==> config.mk <==
export PLATFORM = sky130hd
export DESIGN_NAME = clk_level_seq
export DESIGN_NICKNAME = d
export VERILOG_FILES = /design/src/rtl/lvl_pkg.sv /design/src/rtl/lvl_lookup.sv /design/src/rtl/wait_guard.sv /design/src/rtl/clk_level_seq.sv
export SDC_FILE = /design/constraint.sdc
export NUM_CORES = 1
export LEC_CHECK = 0
export ABC_AREA = 1
export ABC_CLOCK_PERIOD_IN_PS = 4490
export BUFFER_PORTS_ARGS = -buffer_cell sky130_fd_sc_hd__buf_2
export CAP_MARGIN = 10
export CORE_MARGIN = 2
export CORE_UTILIZATION = 40
export DETAILED_ROUTE_END_ITERATION = 7
export GPL_TIMING_DRIVEN = 0
export HOLD_SLACK_MARGIN = 0.06
export PLACE_DENSITY = 0.78
export SLEW_MARGIN = 15
export SYNTH_ARGS = -nofsm -noshare
export SYNTH_HDL_FRONTEND = slang
export SYNTH_HIERARCHICAL = 1
export SYNTH_SLANG_ARGS = --single-unit
==> constraint.sdc <==
create_clock -name clk -period 4.49 [get_ports clk]
set_clock_uncertainty 0.2 [all_clocks]
set_input_delay 0.2245 -clock clk [delete_from_list [all_inputs] [get_ports clk]]
set_output_delay 0.2245 -clock clk [all_outputs]
set_load 0.02 [all_outputs]
==> src/rtl/lvl_pkg.sv <==
package lvl_pkg;
  localparam int IDX_W = 3;
  localparam int LVL_N = 5;
  localparam logic [IDX_W-1:0] LVL_LAST = IDX_W'(LVL_N - 1);
  localparam logic [31:0] CFG_FIELDS = 32'h03FF_3F07;
  localparam logic [31:0] DIV0_BUSY  = 32'h0111_1111;
  localparam logic [31:0] DIV1_BUSY  = 32'h0000_0011;
  localparam logic [2:0]  MUX_ON_MAIN = 3'd1;
  localparam logic [2:0]  MUX_ON_ALT  = 3'd2;

  typedef enum logic [3:0] {
    ST_IDLE, ST_D0_WR, ST_D0_WT, ST_D1_WR, ST_D1_WT, ST_SFAST,
    ST_ALT, ST_ALT_WT, ST_LOCK_LD, ST_MPS_WR, ST_LOCK_WT,
    ST_MAIN, ST_MAIN_WT, ST_FIN
  } seq_st_t;

  function automatic logic [31:0] pack_mps(logic [9:0] m, logic [5:0] p, logic [2:0] s);
    return {6'b0, m, 2'b0, p, 5'b0, s};
  endfunction

  function automatic logic [31:0] lvl_mps(logic [IDX_W-1:0] i);
    case (i)
      3'd0:    return pack_mps(10'd150, 6'd3, 3'd1);
      3'd1:    return pack_mps(10'd250, 6'd6, 3'd1);
      3'd2:    return pack_mps(10'd200, 6'd6, 3'd1);
      3'd3:    return pack_mps(10'd250, 6'd6, 3'd2);
      3'd4:    return pack_mps(10'd200, 6'd6, 3'd3);
      default: return 32'h0;
    endcase
  endfunction

  function automatic logic [31:0] div_word(logic [3:0] core, logic [3:0] cm0, logic [3:0] cm1,
                                           logic [3:0] peri, logic [3:0] trc, logic [3:0] dbg,
                                           logic [3:0] pllr);
    return {4'd0, pllr, dbg, trc, peri, cm1, cm0, core};
  endfunction

  function automatic logic [31:0] lvl_div0(logic [IDX_W-1:0] i);
    case (i)
      3'd0, 3'd1: return div_word(4'd0, 4'd3, 4'd7, 4'd3, 4'd4, 4'd1, 4'd7);
      3'd2, 3'd3: return div_word(4'd0, 4'd3, 4'd7, 4'd3, 4'd3, 4'd1, 4'd7);
      default:    return div_word(4'd0, 4'd1, 4'd3, 4'd1, 4'd3, 4'd1, 4'd0);
    endcase
  endfunction

  function automatic logic [31:0] lvl_div1(logic [IDX_W-1:0] i);
    case (i)
      3'd0:    return 32'd5;
      3'd1:    return 32'd4;
      default: return 32'd3;
    endcase
  endfunction
endpackage

==> src/rtl/lvl_lookup.sv <==
module lvl_lookup import lvl_pkg::*; (
  input  logic [IDX_W-1:0] idx,
  output logic             ok,
  output logic [31:0]      mps
);
  assign ok  = (idx <= LVL_LAST);
  assign mps = lvl_mps(idx);
endmodule

==> src/rtl/wait_guard.sv <==
module wait_guard #(
  parameter int LIMIT = 64
) (
  input  logic clk,
  input  logic rst_n,
  input  logic arm,
  input  logic run,
  output logic expired
);
  localparam int CW = $clog2(LIMIT + 1);
  localparam logic [CW-1:0] CAP  = CW'(LIMIT);
  localparam logic [CW-1:0] LAST = CW'(LIMIT - 1);

  logic [CW-1:0] cnt;

  always_ff @(posedge clk) begin
    if (!rst_n)            cnt <= '0;
    else if (arm || !run)  cnt <= '0;
    else if (cnt != CAP)   cnt <= cnt + 1'b1;
  end

  assign expired = run && !arm && (cnt >= LAST);

  // an expiry is only reported while a wait is active
  assert_guard_idle_R10: assert property (@(posedge clk) disable iff (!rst_n)
    !run |=> (cnt == '0));
endmodule

==> src/rtl/clk_level_seq.sv <==
module clk_level_seq import lvl_pkg::*; #(
  parameter int          TMO_CYCLES = 64,
  parameter int          LT_W       = 16,
  parameter logic [LT_W-1:0] LOCK_TIME = LT_W'(16'h0E10),
  parameter logic [31:0] CFG_FIXED  = 32'h8000_0000,
  parameter logic [2:0]  BOOT_LVL   = 3'd2
) (
  input  logic             clk,
  input  logic             rst_n,
  input  logic             req_valid,
  input  logic [IDX_W-1:0] req_old,
  input  logic [IDX_W-1:0] req_new,
  input  logic [2:0]       mux_stat,
  input  logic             pll_locked,
  input  logic [31:0]      div0_stat,
  input  logic [31:0]      div1_stat,
  output logic [31:0]      pll_cfg,
  output logic             pll_cfg_wr,
  output logic [LT_W-1:0]  lock_time,
  output logic             lock_wr,
  output logic [31:0]      div0_word,
  output logic             div0_wr,
  output logic [31:0]      div1_word,
  output logic             div1_wr,
  output logic             mux_sel,
  output logic             busy,
  output logic             done,
  output logic             err
);
  localparam logic [31:0] BOOT_CFG = CFG_FIXED | lvl_mps(BOOT_LVL);

  seq_st_t          state, nxt, after_div, after_pll;
  logic             entered;
  logic [IDX_W-1:0] tgt_q;
  logic             up_q, relock_q;
  logic [31:0]      tgt_mps;

  // request lookups for old and new level
  logic             lk_ok  [2];
  logic [31:0]      lk_mps [2];
  logic [IDX_W-1:0] lk_idx [2];
  assign lk_idx[0] = req_old;
  assign lk_idx[1] = req_new;

  for (genvar g = 0; g < 2; g++) begin : g_lk
    lvl_lookup u_lk (.idx(lk_idx[g]), .ok(lk_ok[g]), .mps(lk_mps[g]));
  end

  // named events
  logic req_ok, req_eq, req_up, req_relock, accept;
  assign req_ok     = lk_ok[0] && lk_ok[1];
  assign req_eq     = (req_old == req_new);
  assign req_up     = (req_new < req_old);
  assign req_relock = (lk_mps[0][31:8] != lk_mps[1][31:8]);
  assign accept     = (state == ST_IDLE) && req_valid && req_ok;

  logic ev_div0_clear, ev_div1_clear, ev_on_alt, ev_on_main;
  assign ev_div0_clear = ((div0_stat & DIV0_BUSY) == 32'h0);
  assign ev_div1_clear = ((div1_stat & DIV1_BUSY) == 32'h0);
  assign ev_on_alt     = (mux_stat == MUX_ON_ALT);
  assign ev_on_main    = (mux_stat == MUX_ON_MAIN);

  logic in_wait, wait_met, tmo;
  assign in_wait = (state == ST_D0_WT) || (state == ST_D1_WT) || (state == ST_ALT_WT) ||
                   (state == ST_LOCK_WT) || (state == ST_MAIN_WT);

  always_comb begin
    case (state)
      ST_D0_WT:   wait_met = ev_div0_clear;
      ST_D1_WT:   wait_met = ev_div1_clear;
      ST_ALT_WT:  wait_met = ev_on_alt;
      ST_LOCK_WT: wait_met = pll_locked;
      ST_MAIN_WT: wait_met = ev_on_main;
      default:    wait_met = 1'b0;
    endcase
  end

  wait_guard #(.LIMIT(TMO_CYCLES)) u_guard (
    .clk(clk), .rst_n(rst_n), .arm(entered), .run(in_wait), .expired(tmo)
  );

  assign tgt_mps   = lvl_mps(tgt_q);
  assign after_div = up_q ? (relock_q ? ST_ALT : ST_SFAST) : ST_FIN;
  assign after_pll = up_q ? ST_FIN : ST_D0_WR;

  logic settled;
  assign settled = !entered && wait_met;

  always_comb begin
    nxt = state;
    case (state)
      ST_IDLE: if (req_valid && req_ok) begin
        if (req_eq)          nxt = ST_FIN;
        else if (req_up)     nxt = ST_D0_WR;
        else if (req_relock) nxt = ST_ALT;
        else                 nxt = ST_SFAST;
      end
      ST_D0_WR:   nxt = ST_D0_WT;
      ST_D0_WT:   nxt = settled ? ST_D1_WR : (tmo ? ST_IDLE : state);
      ST_D1_WR:   nxt = ST_D1_WT;
      ST_D1_WT:   nxt = settled ? after_div : (tmo ? ST_IDLE : state);
      ST_SFAST:   nxt = after_pll;
      ST_ALT:     nxt = ST_ALT_WT;
      ST_ALT_WT:  nxt = settled ? ST_LOCK_LD : (tmo ? ST_IDLE : state);
      ST_LOCK_LD: nxt = ST_MPS_WR;
      ST_MPS_WR:  nxt = ST_LOCK_WT;
      ST_LOCK_WT: nxt = settled ? ST_MAIN : (tmo ? ST_IDLE : state);
      ST_MAIN:    nxt = ST_MAIN_WT;
      ST_MAIN_WT: nxt = settled ? after_pll : (tmo ? ST_IDLE : state);
      ST_FIN:     nxt = ST_IDLE;
      default:    nxt = ST_IDLE;
    endcase
  end

  logic tmo_hit;
  assign tmo_hit = tmo && !settled;

  always_ff @(posedge clk) begin
    if (!rst_n) begin
      state      <= ST_IDLE;
      entered    <= 1'b0;
      tgt_q      <= BOOT_LVL;
      up_q       <= 1'b0;
      relock_q   <= 1'b0;
      pll_cfg    <= BOOT_CFG;
      div0_word  <= lvl_div0(BOOT_LVL);
      div1_word  <= lvl_div1(BOOT_LVL);
      pll_cfg_wr <= 1'b0;
      lock_wr    <= 1'b0;
      div0_wr    <= 1'b0;
      div1_wr    <= 1'b0;
      mux_sel    <= 1'b1;
      err        <= 1'b0;
    end else begin
      state      <= nxt;
      entered    <= (nxt != state);
      pll_cfg_wr <= 1'b0;
      lock_wr    <= 1'b0;
      div0_wr    <= 1'b0;
      div1_wr    <= 1'b0;
      err        <= 1'b0;
      if (accept) begin
        tgt_q    <= req_new;
        up_q     <= req_up;
        relock_q <= req_relock;
      end
      if (state == ST_IDLE && req_valid && !req_ok) err <= 1'b1;
      if (in_wait && tmo_hit) err <= 1'b1;
      case (state)
        ST_D0_WR:   begin div0_word <= lvl_div0(tgt_q); div0_wr <= 1'b1; end
        ST_D1_WR:   begin div1_word <= lvl_div1(tgt_q); div1_wr <= 1'b1; end
        ST_SFAST:   begin pll_cfg <= {pll_cfg[31:3], tgt_mps[2:0]}; pll_cfg_wr <= 1'b1; end
        ST_ALT:     mux_sel <= 1'b0;
        ST_LOCK_LD: lock_wr <= 1'b1;
        ST_MPS_WR:  begin pll_cfg <= (pll_cfg & ~CFG_FIELDS) | tgt_mps; pll_cfg_wr <= 1'b1; end
        ST_MAIN:    mux_sel <= 1'b1;
        default:    ;
      endcase
    end
  end

  assign lock_time = LOCK_TIME;
  assign busy      = (state != ST_IDLE);
  assign done      = (state == ST_FIN);

  // assertions next to the logic they guard
  assert_cfg_keep_R1: assert property (@(posedge clk) disable iff (!rst_n)
    pll_cfg_wr |-> ((pll_cfg & ~CFG_FIELDS) == ($past(pll_cfg) & ~CFG_FIELDS)));

  assert_sonly_R2: assert property (@(posedge clk) disable iff (!rst_n)
    (pll_cfg_wr && mux_sel) |-> (pll_cfg[31:3] == $past(pll_cfg[31:3])));

  assert_lock_on_alt_R4: assert property (@(posedge clk) disable iff (!rst_n)
    lock_wr |-> !mux_sel);

  assert_div_order_R5: assert property (@(posedge clk) disable iff (!rst_n)
    div1_wr |-> $past(ev_div0_clear, 2));

  assert_accept_R8: assert property (@(posedge clk) disable iff (!rst_n)
    $rose(busy) |-> $past(req_valid));

  assert_done_pulse_R9: assert property (@(posedge clk) disable iff (!rst_n)
    done |=> !done);

  assert_tmo_idle_R10: assert property (@(posedge clk) disable iff (!rst_n)
    (in_wait && tmo_hit) |=> (err && !busy && !done));

  assert_bad_idx_R11: assert property (@(posedge clk) disable iff (!rst_n)
    ((state == ST_IDLE) && req_valid && !req_ok) |=> (err && !busy && !pll_cfg_wr && !div0_wr));
endmodule

==> flow_metrics.env <==
export IMPL_hold_ws_ns=0.0701
export IMPL_fin_setup_tns_ns=0
export IMPL_power_density_mw_per_mm2=310
export IMPL_tightest_slew_ns=0.550
export IMPL_cts_root_buf="clkbuf_8"
export IMPL_avgSynthCellArea_um2=6.27
export IMPL_ant_nets=0
export IMPL_dp_hpwl_mm=6.02
export IMPL_cts_clk_slew_worst_paths_ns=0.08
export IMPL_drt_iter0_drc=138
export IMPL_boundaryPins=197
export IMPL_grt_pass1_wl_mm=11.7
export IMPL_io_buffer_count=53
export IMPL_syn_to_final_growth_pct=25.8
export IMPL_cts_htree_levels=2
export IMPL_fillCellCount=916
export IMPL_cp_common_cell="nand2_1"
export IMPL_num_vias=3382
export IMPL_netlist_instances=581
export IMPL_overflow=0
export IMPL_placed_area_mm2=0.00446
export IMPL_min_period_ns=2.64
export IMPL_wl_met3_um=390
export IMPL_clkLatencyLatePin_ns=0.29
export IMPL_drcViolationCount=0
export IMPL_chipHeight_um=99.4
export IMPL_top_layer_used="met4"
export IMPL_slowest_stage="dfxtp_1"
export IMPL_critPathCaptureType="register"
export IMPL_peakVddDrop_mv=0.114
export IMPL_timing_fmax_mhz=379
export IMPL_numCtsBuffers=5
export IMPL_start_util=0.416
export IMPL_period_share=0.588
export IMPL_dp_slack_ns=1.89
export IMPL_grt_pass1_vias=2797
export IMPL_wl_mm=7.04
export IMPL_cts_hold_buf=3
export IMPL_die_x_um=99.4
export IMPL_grt_max_degree=13
export IMPL_path_cells="inv_2 -> nor2_2 -> inv_2 -> nor2_2 -> nor3_1 -> inv_1 -> nand2_1 -> nor2_1 -> inv_1 -> nand2_1 -> nor2_1 -> nand2_2 -> nand2_1 -> nor2_2 -> nand2_1 -> nand2_1 -> nand2_1 -> nor2_1 -> a21oi_1"
export IMPL_antenna_found_initial=0
export IMPL_stdcell_area_mm2=0.00458
export IMPL_cts_tree="done"
export IMPL_final_nets=838
export IMPL_cts_sinks=36
export IMPL_critPathMaxStageDelay_ns=0.43
export IMPL_setup_violations=0
export IMPL_coreArea_mm2=0.00876
export IMPL_cts_setup_buffers=0
export IMPL_relSlewSlack=0.633
export IMPL_num_rows=34
export IMPL_antennaDiodeCount=0
export IMPL_status="finished clean"
export IMPL_drt_met1_wl_mm=3.02
export IMPL_ys_warn_count=6
export IMPL_p_leak_uw=0.00273
export IMPL_drive_above_1_share=0.308
export IMPL_via_per_inst=3.91
export IMPL_p_total_uw=1420
export IMPL_cp_arrival_ns=2.59
export IMPL_gp_congestion=0.922
export IMPL_first_pass_iters=4
export IMPL_die_area_mm2=0.00989
export IMPL_rsz0062_at_grt="false"
export IMPL_clk_path_buf_depth=2
export IMPL_setup_ws_ns=1.85
export IMPL_ctsResizeCount=0
export IMPL_crit_type="register to register"
export IMPL_wl_met2_mm=3.56
export IMPL_reg2reg_slack_ns=1.85
export IMPL_critical_path_required_ns=4.44
export IMPL_cap_viol_max_count=0
export IMPL_grt_use_total=0.140
export IMPL_hold_viol=0
export IMPL_crit_path_start_kind="register"
export IMPL_slew_violations=0
export IMPL_wl_per_cell_um=8.14
export IMPL_hp_class="primary input to register"
export IMPL_cp_max_fo=6
export IMPL_synth_area_mm2=0.00364
## critical path, delay by kind of cell (launching register included)
kind / cells / cell delay (ns)
flops: 1 / 0.43
buf+inv: 4 / 0.42
compound gates: 1 / 0.07
simple gates: 14 / 1.39
## per-stage QoR
stage                     cells  utilization
after detailed placement    854        0.509
final                       865        0.523
after CTS                   865        0.523
after global routing        865        0.523
after global placement      854        0.509
after floorplan             693            -
## placed cells by master (no fill, tap or decap), types with 3 or more instances in the layout
| cell | count |
|---|---|
| buf_4 | 137 |
| nand2_1 | 122 |
| conb_1 | 116 |
| nor2_1 | 83 |
| inv_1 | 67 |
| buf_2 | 53 |
| dfxtp_1 | 36 |
| nand3_1 | 29 |
| a21oi_1 | 20 |
| inv_2 | 12 |
| o21ai_0 | 11 |
| xor2_1 | 7 |
| nand3_2 | 6 |
| nor2_2 | 5 |
| ha_1 | 5 |
| clkbuf_8 | 5 |
| nor3_1 | 4 |
| a31oi_1 | 4 |
| nor2_4 | 3 |
| nand2_4 | 3 |
| nand4_1 | 3 |
| dlygate4sd3_1 | 3 |
## cell type report
| cell class | instances | area [µm²] | share of cell area |
|---|---|---|---|
| inverters | 79 | 297 | 0.0647 |
| multi-input cells | 438 | 2000 | 0.436 |
| well taps | 108 | 135 | 0.0295 |
| repair buffers | 56 | 295 | 0.0645 |
| clock buffers | 5 | 68.8 | 0.0150 |
| plain buffers | 140 | 1050 | 0.229 |
| clock inverters | 3 | 18.8 | 0.00410 |
| flip-flops and latches | 36 | 721 | 0.157 |
## routing by layer
metal  global-route usage  vias to the layer above
met1                0.164                     1415
li1                     -                     1883
met4               0.0285                        0
met5                    0                        -
met2                0.263                       75
met3               0.0267                        9
## worst paths after layout
kind | start | end | depth (start not counted)
worst max-delay path | state[2] | entered | 19
worst min-delay path | rst_n | tgt_q[0] | 3
worst max register to register | state[2] | entered | 19
worst min register to register | div1_word[1] | div1_word[1] | 2
## where the power goes
group	leakage (µW)	internal (µW)	switching, µW	total, µW
Sequential	0.000293	370	46.0	416
Clock	0.0000479	108	118	226
Combinational	0.00239	291	487	778
Total	0.00273	770	650	1420
## flip-flops by register name (all words and copies together), names as in the netlist
signal,cells
lock_wr,1
up_q,1
state,4
pll_cfg,7
div0_wr,1
div1_wr,1
err,1
div0_word,3
u_guard/cnt,7
pll_cfg_wr,1
relock_q,1
entered,1
tgt_q,3
div1_word,3
mux_sel,1
Power figures use the tool's default switching activity.
